===== src/rtl/subvec_fold.sv =====
module subvec_fold #(
  parameter int XLEN  = 64,
  parameter int AW    = 8,
  parameter int MAXVL = 64
) (
  input  logic             clk,
  input  logic             rst_n,
  input  logic             start,
  input  logic             resume,
  input  logic [$clog2(MAXVL+1)-1:0] vl,
  input  logic [2:0]       svl,
  input  logic [1:0]       op,
  input  logic [AW-1:0]    base_a,
  input  logic [AW-1:0]    base_b,
  input  logic [AW-1:0]    base_t,
  input  logic             dst_scalar,
  input  logic             pred_en,
  input  logic [MAXVL-1:0] pred_mask,
  input  logic             flag_en,
  input  logic [$clog2(MAXVL)-1:0] resume_elem,
  input  logic [1:0]       resume_step,
  input  logic             irq,
  output logic [AW-1:0]    ra_addr,
  input  logic [XLEN-1:0]  ra_data,
  output logic [AW-1:0]    rb_addr,
  input  logic [XLEN-1:0]  rb_data,
  output logic             wr_en,
  output logic [AW-1:0]    wr_addr,
  output logic [XLEN-1:0]  wr_data,
  output logic             flag_we,
  output logic [$clog2(MAXVL)-1:0] flag_idx,
  output logic [2:0]       flag,
  output logic             busy,
  output logic             done,
  output logic             halted,
  output logic [$clog2(MAXVL)-1:0] save_elem,
  output logic [1:0]       save_step
);
  localparam int EW = $clog2(MAXVL + 1);
  localparam int IW = $clog2(MAXVL);
  localparam int PW = IW + 3;

  logic             busy_q, done_q, halt_q;
  logic [IW-1:0]    elem_q, save_elem_q;
  logic [1:0]       step_q, save_step_q;
  logic [EW-1:0]    vl_q;
  logic [2:0]       svl_q;
  logic [1:0]       op_q;
  logic [AW-1:0]    ba_q, bb_q, bt_q;
  logic             scal_q, pen_q, fen_q;
  logic [MAXVL-1:0] mask_q;

  int               from_i, lim_i;
  logic [MAXVL-1:0] act;
  logic             hit;
  logic [IW-1:0]    nxt;

  always_comb begin
    if (busy_q) begin
      from_i = int'(elem_q) + 1;
      lim_i  = int'(vl_q);
      act    = pen_q ? mask_q : '1;
    end else begin
      from_i = resume ? int'(resume_elem) : 0;
      lim_i  = int'(vl);
      act    = pred_en ? pred_mask : '1;
    end
    hit = 1'b0;
    nxt = '0;
    for (int k = MAXVL - 1; k >= 0; k--)
      if (k >= from_i && k < lim_i && act[k]) begin
        hit = 1'b1;
        nxt = IW'(k);
      end
  end

  logic [XLEN-1:0] res;
  always_comb
    case (op_q)
      2'd0:    res = ra_data + rb_data;
      2'd1:    res = ra_data & rb_data;
      2'd2:    res = ra_data | rb_data;
      default: res = ra_data ^ rb_data;
    endcase

  logic [PW-1:0] grp_full;
  logic [AW-1:0] grp, dst;
  logic          last, neg, zero;

  assign grp_full = PW'(elem_q) * PW'(svl_q);
  assign grp      = AW'(grp_full);
  assign dst      = bt_q + (scal_q ? AW'(0) : AW'(elem_q));
  assign last     = ({1'b0, step_q} == svl_q - 3'd2);
  assign neg      = res[XLEN-1];
  assign zero     = (res == '0);

  assign ra_addr   = (step_q == 2'd0) ? ba_q + grp : dst;
  assign rb_addr   = bb_q + grp + AW'(step_q) + AW'(1);
  assign wr_en     = busy_q;
  assign wr_addr   = dst;
  assign wr_data   = res;
  assign flag_we   = busy_q & last & fen_q;
  assign flag_idx  = elem_q;
  assign flag      = {neg, ~neg & ~zero, zero};
  assign busy      = busy_q;
  assign done      = done_q;
  assign halted    = halt_q;
  assign save_elem = save_elem_q;
  assign save_step = save_step_q;

  always_ff @(posedge clk or negedge rst_n)
    if (!rst_n) begin
      busy_q <= 1'b0; done_q <= 1'b0; halt_q <= 1'b0;
      elem_q <= '0; step_q <= '0; save_elem_q <= '0; save_step_q <= '0;
      vl_q <= '0; svl_q <= 3'd2; op_q <= '0;
      ba_q <= '0; bb_q <= '0; bt_q <= '0;
      scal_q <= 1'b0; pen_q <= 1'b0; fen_q <= 1'b0; mask_q <= '0;
    end else begin
      done_q <= 1'b0;
      halt_q <= 1'b0;
      if (!busy_q) begin
        if (start) begin
          vl_q   <= vl;      svl_q <= svl;     op_q  <= op;
          ba_q   <= base_a;  bb_q  <= base_b;  bt_q  <= base_t;
          scal_q <= dst_scalar; pen_q <= pred_en; fen_q <= flag_en;
          mask_q <= pred_mask;
          if (hit) begin
            busy_q <= 1'b1;
            elem_q <= nxt;
            step_q <= (resume && nxt == resume_elem) ? resume_step : 2'd0;
          end else
            done_q <= 1'b1;
        end
      end else if (last) begin
        if (scal_q || !hit) begin
          busy_q <= 1'b0;
          done_q <= 1'b1;
        end else begin
          elem_q <= nxt;
          step_q <= 2'd0;
          if (irq) begin
            busy_q      <= 1'b0;
            halt_q      <= 1'b1;
            save_elem_q <= nxt;
            save_step_q <= 2'd0;
          end
        end
      end else begin
        step_q <= step_q + 2'd1;
        if (irq) begin
          busy_q      <= 1'b0;
          halt_q      <= 1'b1;
          save_elem_q <= elem_q;
          save_step_q <= step_q + 2'd1;
        end
      end
    end
endmodule


===== config.mk =====
export PLATFORM = sky130hd
export DESIGN_NAME = subvec_fold
export DESIGN_NICKNAME = d
export VERILOG_FILES = /design/src/rtl/subvec_fold.sv
export SDC_FILE = /design/constraint.sdc
export NUM_CORES = 1
export LEC_CHECK = 0
export ABC_AREA = 1
export BUFFER_PORTS_ARGS = -buffer_cell sky130_fd_sc_hd__clkbuf_2
export CORE_AREA = 2 2 228 230
export CTS_CLUSTER_DIAMETER = 60
export DETAILED_ROUTE_END_ITERATION = 10
export DIE_AREA = 0 0 230 232
export PLACE_DENSITY = 0.6
export SLEW_MARGIN = 20
export SYNTH_ARGS = -nofsm -noshare
export SYNTH_HDL_FRONTEND = slang
export SYNTH_SLANG_ARGS = --single-unit

===== constraint.sdc =====
create_clock -name clk -period 5.85 [get_ports clk]
set_input_delay 0.585 -clock clk [delete_from_list [all_inputs] [get_ports clk]]
set_output_delay 0.585 -clock clk [all_outputs]
set_load 0.02 [all_outputs]

== Yosys cells after proc, flatten, opt, wreduce, memory -nomap -nowiden ==
Cells that the tools add are included.
Word-level totals
  flip-flop bits (word level): 122
  bits of input ports: 244
  output and inout bits: 110
Cells by class
  $add $sub $neg: 9
  multipliers: 1
  order comparisons: 128
  equality and inequality tests: 8
  mux-type cells: 171
  bitwise logic cells: 9
  reductions and logical operators: 142
Operators by type and width (number)
  7-bit by 32-bit greater-or-equal comparator with 1-bit output (first input constant): 32
  7-bit by 32-bit < comparator with 1-bit output (first input constant): 32
  6-bit by 32-bit greater-or-equal comparator with 1-bit output (first input constant): 16
  6-bit by 32-bit < comparator with 1-bit output (first input constant): 16
  6-bit 2-to-1 mux: 75
  5-bit by 32-bit greater-or-equal comparator with 1-bit output (first input constant): 8
  5-bit by 32-bit < comparator with 1-bit output (first input constant): 8
  64-bit 2-to-1 mux: 3
  64-bit case mux with 3 select lines: 1
  1-bit logical AND: 129
  4-bit by 32-bit greater-or-equal comparator with 1-bit output (first input constant): 4
  4-bit by 32-bit < comparator with 1-bit output (first input constant): 4
  1-bit 2-to-1 mux: 79
  64-bit adder: 1
  64-bit bitwise AND: 1
  3-bit by 32-bit greater-or-equal comparator with 1-bit output (first input constant): 2
  64-bit logical NOT: 1
  3-bit by 32-bit < comparator with 1-bit output (first input constant): 2
  64-bit bitwise OR: 1
  64-bit XOR: 1
  1-bit by 32-bit greater-or-equal comparator with 1-bit output (first input constant): 1
  2-bit by 32-bit greater-or-equal comparator with 1-bit output (first input constant): 1
  1-bit by 32-bit < comparator with 1-bit output (first input constant): 1
  2-bit by 32-bit < comparator with 1-bit output (first input constant): 1
  other kinds (27): 48

== Longest topological paths before layout ==
Gate-level depths: netlist of run 1.
  depth in word-level cells: 75
  mapped depth: 68

== Least setup slack after synthesis of run 1 ==
Ideal clock, no wire load.
  path type: input to output
  from: input ra_data[0]
  to: output flag[0]
  data arrival time: 4.980 ns
  data required time: 5.265 ns
  setup slack: 0.285 ns
  cell stages on the path: 40
  path through: ha_1 -> fa_1 -> nand2_1 -> o21ai_2 -> inv_1 -> o21a_1 -> inv_2 -> nand2_1 -> nand2_2 -> a21boi_2 -> o21ai_2 -> a21boi_1 -> o21a_1 -> inv_2 -> a21o_1 -> nand2_1 -> nand2_1 -> a21oi_1 -> (+4 left out) -> o21ai_2 -> a21oi_2 -> o21ai_2 -> nand4_1 -> nand2_1 -> nand2_1 -> nand2_1 -> a21oi_1 -> o21ai_0 -> or2_2 -> nand3_1 -> o2111ai_1 -> nor2_1 -> nand4_1 -> nor2_1 -> nand3b_1 -> inv_1 -> buf_4
On the way
  longest elaborated chain between the ends: 3
Ends and longest elaborated chain
  from (decl): RTL line 24  | input logic [XLEN-1:0] ra_data,
  64-bit adder: RTL line 80  | 2'd0: res = ra_data + rb_data;
  64-bit case mux with 3 select lines: RTL line 79  | case (op_q)
  net wr_data[56]: RTL line 29  | output logic [XLEN-1:0] wr_data,
  64-bit logical NOT: RTL line 95  | assign zero = (res == '0);
  to (decl): RTL line 32  | output logic [2:0] flag,
The timed path passes the listed nets, and every way through them passes these cells.

== Final worst setup path of run 1 ==
  from: input rb_data[1]
  to: output flag[1]
On the way
  longest elaborated chain between the ends: 5
Ends and longest elaborated chain
  from (decl): RTL line 26  | input logic [XLEN-1:0] rb_data,
  64-bit adder, or another cell as far along: RTL line 80
  64-bit case mux with 3 select lines *: RTL line 79
  64-bit logical NOT: RTL line 95
  1-bit inverter: RTL line 104  | assign flag = {neg, ~neg & ~zero, zero};
  1-bit bitwise AND *: RTL line 104
Mark *: on every way between the ends. The rest lies on a longest branch, timed or not.

==> impl_results.md, run 1 <==
- Fin crit share: 1.01
- WL per Instance: ~17 µm
- Status: finished, violations left
- Row cnt: slightly above 80
- Root buffer cell: clkbuf_16
- P_int: 0.00424 W
- Antenna Nets Post-Route: 0
- Largest net degree at the start of global routing: 73
- CTS tree: yes
- Post-Synthesis Cell Area: around 15,000 µm²
- Seq/Total Area, Yosys: 0.201
- Crit path from: rb_data[1]
- Clock power frac: 0.119
- Initial antenna violation count: 4
- Syn Inst Count: 2,225
- CTS max path bufs: 2
- Post-synth EDFFs: 0
- Setup TNS Final: -0.0773 ns
- Leakage: 10.1 nW
- Area after DPL: ~18,000 µm²
- Unique masters post-synth: 57
- Net Sw Frac: 0.540
- Element type at the critical path start: primary input
- YS warnings: 0
- # diodes: 0
- Die H: ~230 µm
- PortBufs: roughly 350
- Achievable frequency: 0.170 GHz
- CP most frequent cell: nand2_2
- Crit path required time: 5.27 ns
- Overflow after GRT: 0
- Crit path largest cell delay: 0.27 ns
- Hpwl dp: 45.8 mm
- Slew @ Worst Pin: 0.935 ns
- Psw: ~0.0050 W
- Design area: 19,600 µm²
- Tot GR Track Use: 0.205
- Violated checks: negative setup slack
- DRT Pass-1 Iters: 6
- Horiz. Die Dim: between 200 and 250 µm
- CP max stage cell: ha_4
- Count of clock tree sinks: around 120
- Max FO, Critical Path: 3
- Layout cell share with drive strength beyond 1: 0.293
- Reg power frac: 0.151
- First-pass GRT wire length: 87.3 mm
- Top_reg_cell synth: dfrtp_1
- Crit end category: primary output
- RePlAce Congestion: 0.973
- Worst vdd ir: 0.449 mV
- H-Tree Depth: 4
- Total wire length: 56.9 mm
- Critical path type: in2out
- Logic pwr share: 0.730
- MaxCap Viol Count: 0
- Layout Nets: 3,046
- I/O pins: 354
- RSZ-0062 raised after global routing: true
- Clk slew on worst S/H paths: about 0.050 ns
- Final setup margin: -0.0487 ns
- Die area: 53,400 µm²
- Routed vias/inst: about 5
- Initial Util: 0.298
- Worst r2r src: busy
- Vias in the first global route: 15,822
- Clk_lat worst skew: 0.44 ns
- DRC viols: 0
- Yosys reg bits: ~120
- Worst Hold Class: in2async
- Arr. time, crit path: 5.31 ns
- Slew margin rel.: 0.376
- Pins over their slew limit: 0
- P per Cell Area: 471 nW/µm²
- TritonCTS Buffers: 17
- Final Hold Vio Count: 0
- Initial DRC count: 1,176
- Vias: 16,451
- Syn nets: 2,642
- Synth async-reset ratio: 1.00
- # setup viols final: 2
- Area Overhead vs Synth: 28.9%
- Syn Area/Cell: about 6.8 µm²
- Core area: between 50,000 and 60,000 µm²
- Fin crit period: 5.90 ns
- Clk_skew: between 0.008 and 0.009 ns
[worst paths after layout]
kind	endpoint	slack (ns)	cells after the start
max	flag[1]	-0.05	49
max in group asynchronous	mask_q[25]	4.48	2
min	bt_q[6]	0.15	1
max reg2reg	step_q[1]	0.62	33
min in group clk	busy	0.35	2
min reg2reg	save_elem[5]	0.48	2
[cells in the mapped netlist (all sizes together) (25+ instances only)]
| cell | number | area (µm²) |
|---|---|---|
| a21oi | 123 | 634 |
| nand3 | 84 | 430 |
| o21ai | 131 | 734 |
| buf | 30 | 173 |
| nand2 | 500 | 1930 |
| nor2 | 179 | 684 |
| a21boi | 32 | 248 |
| dfrtp | 121 | 3030 |
| nor4 | 29 | 181 |
| o22ai | 60 | 375 |
| mux2 | 92 | 1040 |
| clkbuf | 49 | 184 |
| or2 | 25 | 156 |
| ha | 163 | 2040 |
| inv | 372 | 1400 |
| o2111ai | 62 | 543 |
[cells by family (layout without fill, tap and decap cells)]
family	Yosys count	count (layout)	synth area share
AOI/OAI and AO/OA	495	495	0.211
xor gates and xnor gates	31	31	0.0179
adders and majority gates	173	173	0.147
buffers and inverters	453	870	0.116
DFF	122	122	0.201
muxes	92	92	0.0682
and+or+nand+nor	859	859	0.239
[cell type report]
type / instances / area [µm²]
fill: 5440 / 31300
multi-input combinational: 1650 / 11000
sequential: 122 / 3060
tap: 680 / 851
clock inverter: 14 / 171
clock buffer: 18 / 439
inverter: 374 / 1410
timing repair buffer: 464 / 2690
[flip-flops by register name, summed over array words and instances, names as in the netlist, 3 cells and up]
register / count
bb_q: 8
svl_q: 3
save_elem: 6
bt_q: 8
flag_idx: 6
ba_q: 8
vl_q: 7
mask_q: 64
[stage by stage]
| step | worst slack (ns) | instances | util | hold slack, ns | power [W] |
|---|---|---|---|---|---|
| after floorplan | 0.285 | 2225 | - | 0.289 | 0.00571 |
| final | -0.0487 | 3322 | 0.385 | 0.148 | 0.00923 |
| after detailed placement | -0.389 | 3260 | 0.356 | 0.471 | 0.00789 |
| after global routing | -0.396 | 3322 | 0.385 | 0.206 | 0.00998 |
| after global placement | -0.316 | 3260 | 0.356 | 0.466 | 0.00789 |
| after CTS | -0.0784 | 3301 | 0.374 | 0.174 | 0.00909 |
[cell usage in the layout, fill, tap and decap left out, types with 10 or more instances in the layout]
master / instances
xor2_1: 23
nor2_1: 168
buf_4: 107
a21oi_1: 114
o2111ai_1: 55
o21ai_0: 104
or2_2: 20
a211oi_1: 11
o211ai_1: 12
mux2_2: 92
nand4_1: 13
dfrtp_1: 120
o21ai_2: 11
inv_2: 28
nor4_1: 26
buf_6: 10
o21a_1: 10
inv_1: 343
nand2_1: 455
nand3_1: 70
nand2_2: 36
nor3_1: 20
ha_4: 12
a21boi_0: 26
a31oi_1: 15
ha_1: 151
o22ai_1: 60
clkbuf_2: 343
nand3_2: 12
clkbuf_16: 17
[per-layer routing]
| metal | track usage | up-vias | wire length (µm) |
|---|---|---|---|
| met5 | 0 | - | 13 |
| met4 | 0.0681 | 2 | 1510 |
| met3 | 0.0280 | 82 | 3000 |
| met2 | 0.361 | 503 | 27600 |
| met1 | 0.258 | 7575 | 24700 |
| li1 | - | 8289 | - |
[power groups by stage]
stage / logic [W] / clock network, W / registers [W]
floorplan: 0.00435 / 0 / 0.00137
global placement: 0.00650 / 0 / 0.00139
detailed placement: 0.00649 / 0 / 0.00140
CTS: 0.00658 / 0.00113 / 0.00139
global route: 0.00738 / 0.00116 / 0.00144
finish: 0.00674 / 0.00110 / 0.00139
[repair_timing]
item | 4_1_cts | 5_1_grt
pin swaps | 19 | 59
setup buffers | 9 | 21
gates resized for setup | 53 | 89
setup endpoints to repair | 2 | 15
hold buffers | 0 | 0
[critical path, delay by kind of cell]
kind | cells | cell delay, ns
AO/OA/AOI/OAI | 11 | 1.40
adder cells (fa/ha/maj) | 1 | 0.27
buffers and inverters | 10 | 0.76
AND/OR/NAND/NOR | 27 | 2.28
Power figures use the tool's default switching activity.
==> run 2, diff against run 1 <==
--- a/config.mk
+++ b/config.mk
@@ -7,11 +7,13 @@
 export LEC_CHECK = 0
 export ABC_AREA = 1
 export BUFFER_PORTS_ARGS = -buffer_cell sky130_fd_sc_hd__clkbuf_2
+export CELL_PAD_IN_SITES_DETAIL_PLACEMENT = 1
+export CELL_PAD_IN_SITES_GLOBAL_PLACEMENT = 1
 export CORE_AREA = 2 2 228 230
 export CTS_CLUSTER_DIAMETER = 60
 export DETAILED_ROUTE_END_ITERATION = 10
 export DIE_AREA = 0 0 230 232
-export PLACE_DENSITY = 0.6
+export PLACE_DENSITY = 0.77
 export SLEW_MARGIN = 20
 export SYNTH_ARGS = -nofsm -noshare
 export SYNTH_HDL_FRONTEND = slang
==> impl_results.md, run 2 (synthesis gave the netlist of run 1 again) <==
- Critical path type: in2out
- Final Hold Vio Count: 0
- CP max stage cell: nor4_2
- Layout cell share with drive strength beyond 1: 0.316
- FF-to-FF path depth: 36
- Layout Nets: 3,138
- I/O pins: 354
- Die area: 53,400 µm²
- Clk slew on worst S/H paths: around 0.060 ns
- PortBufs: 353
- RePlAce Congestion: 0.971
- Tot GR Track Use: 0.248
- DRC viols: 0
- Largest net degree at the start of global routing: 78
- Largest Register: mask_q
- Arr. time, crit path: 5.80 ns
- Crit path required time: 5.27 ns
- Crit path largest cell delay: 0.28 ns
- Achievable frequency: approximately 0.16 GHz
- Violated checks: negative setup slack
- First-pass GRT wire length: 104 mm
- Number of flip-flops in the largest register: 64
- Fill count: 6,550
- Initial DRC count: about 860
- Antenna Nets Post-Route: 0
- Post-route insts no fill: 3,417
- Horiz. Die Dim: 230 µm
- Pins over their slew limit: 0
- Die H: 232 µm
- RSZ-0062 raised after global routing: true
- CP most frequent cell: buf_4
- Clk_lat worst skew: 0.45 ns
- Row cnt: 83
- Element type at the critical path start: primary input
- Slew @ Worst Pin: 1.14 ns
- Leakage: 10.5 nW
- Vias: about 18,000
- Core area: 50,900 µm²
- # setup viols final: 3
- Initial Util: 0.298
- TritonCTS Buffers: 17
- Root buffer cell: clkbuf_16
- Final setup margin: -0.531 ns
- CTS tree: yes
- Count of clock tree sinks: 122
- Total wire length: 68.2 mm
- Hpwl dp: 53.4 mm
- Overflow after GRT: 0
- Placed insts: about 3,300
- Max FO, Critical Path: 2
- CTS max path bufs: 2
- Routed vias/inst: 5.23
- Initial antenna violation count: 6
- MaxCap Viol Count: 0
- Worst vdd ir: around 0.36 mV
- H-Tree Depth: 4
- Clk_skew: 0.00967 ns
- Slew margin rel.: 0.220
- Most frequent cells in the layout: 454 x nand2_1, 344 x inv_1, 328 x clkbuf_2
- Vias in the first global route: 18,718
- Tot Pwr: 0.00961 W
- Fin Hold WS: roughly 0.28 ns
- Crit end category: primary output
- DRT Pass-1 Iters: 5
- P per Cell Area: 474 nW/µm²
- Fin crit period: around 6.4 ns
- Status: finished, violations left
- Area Overhead vs Synth: 33.6%
- Fin crit share: 1.09
- Commonest non-fill, non-tap cell in the layout: nand2_1
- Worst Hold Class: in2async
- WL per Instance: 20.0 µm
-- run 2: critical path: cells and delay by family --
| family | cells | cell delay (ns) |
|---|---|---|
| buffers and inverters | 28 | 3.45 |
| AOI/OAI and AO/OA | 1 | 0.16 |
| and+or+nand+nor | 7 | 1.14 |
| adders and majority gates | 2 | 0.43 |
-- run 2: final timing paths --
| path | from | endpoint | slack [ns] |
|---|---|---|---|
| setup / recovery | rb_data[0] | flag[1] | -0.53 |
| hold / removal | rst_n | bb_q[7] | 0.28 |
| setup reg to reg | flag_idx[0] | step_q[0] | 0.50 |
| hold reg to reg | vl_q[0] | vl_q[0] | 0.48 |
| max in group asynchronous | rst_n | mask_q[25] | 4.24 |
| min in group clk | base_a[3] | ba_q[3] | 0.36 |
-- run 2: final cells by class --
class / count / area (µm²) / share of cell area
diodes: 4 / 10.0 / 0.000493
repair buffers: 556 / 3480 / 0.171
well taps: 680 / 851 / 0.0419
multi-input cells: 1650 / 10900 / 0.539
clock buffers: 24 / 482 / 0.0237
flip-flops and latches: 122 / 3060 / 0.151
clock inverters: 7 / 67.6 / 0.00333
inverters: 374 / 1410 / 0.0696
-- run 2: power breakdown --
group          total, W  internal [W]  switching (W)
clock network   0.00101      0.000611       0.000400
logic           0.00720       0.00257        0.00463
registers       0.00141       0.00118       0.000231
-- run 2: layer usage --
layer	GRT usage	part of all wire
met1	0.286	0.40
met4	0.121	0.047
met5	0	0.00023
met3	0.0335	0.046
met2	0.450	0.50
-- run 2: what timing repair did --
item,in CTS,in global routing
hold buffers,0,0
setup buffers,81,33
setup endpoints to repair,6,23
gates resized for setup,57,128
pin swaps,28,65
-- run 2: stage by stage --
stage | setup slack [ns] | utilization | TNS [ns] | cell area (µm²)
after floorplan | 0.285 | - | 0 | 15200
after global placement | -0.352 | 0.357 | -0.675 | 18200
after detailed placement | -0.482 | 0.357 | -1.00 | 18200
after CTS | -0.252 | 0.386 | -0.460 | 19600
after global routing | -0.907 | 0.399 | -3.98 | 20300
final | -0.531 | 0.399 | -1.35 | 20300
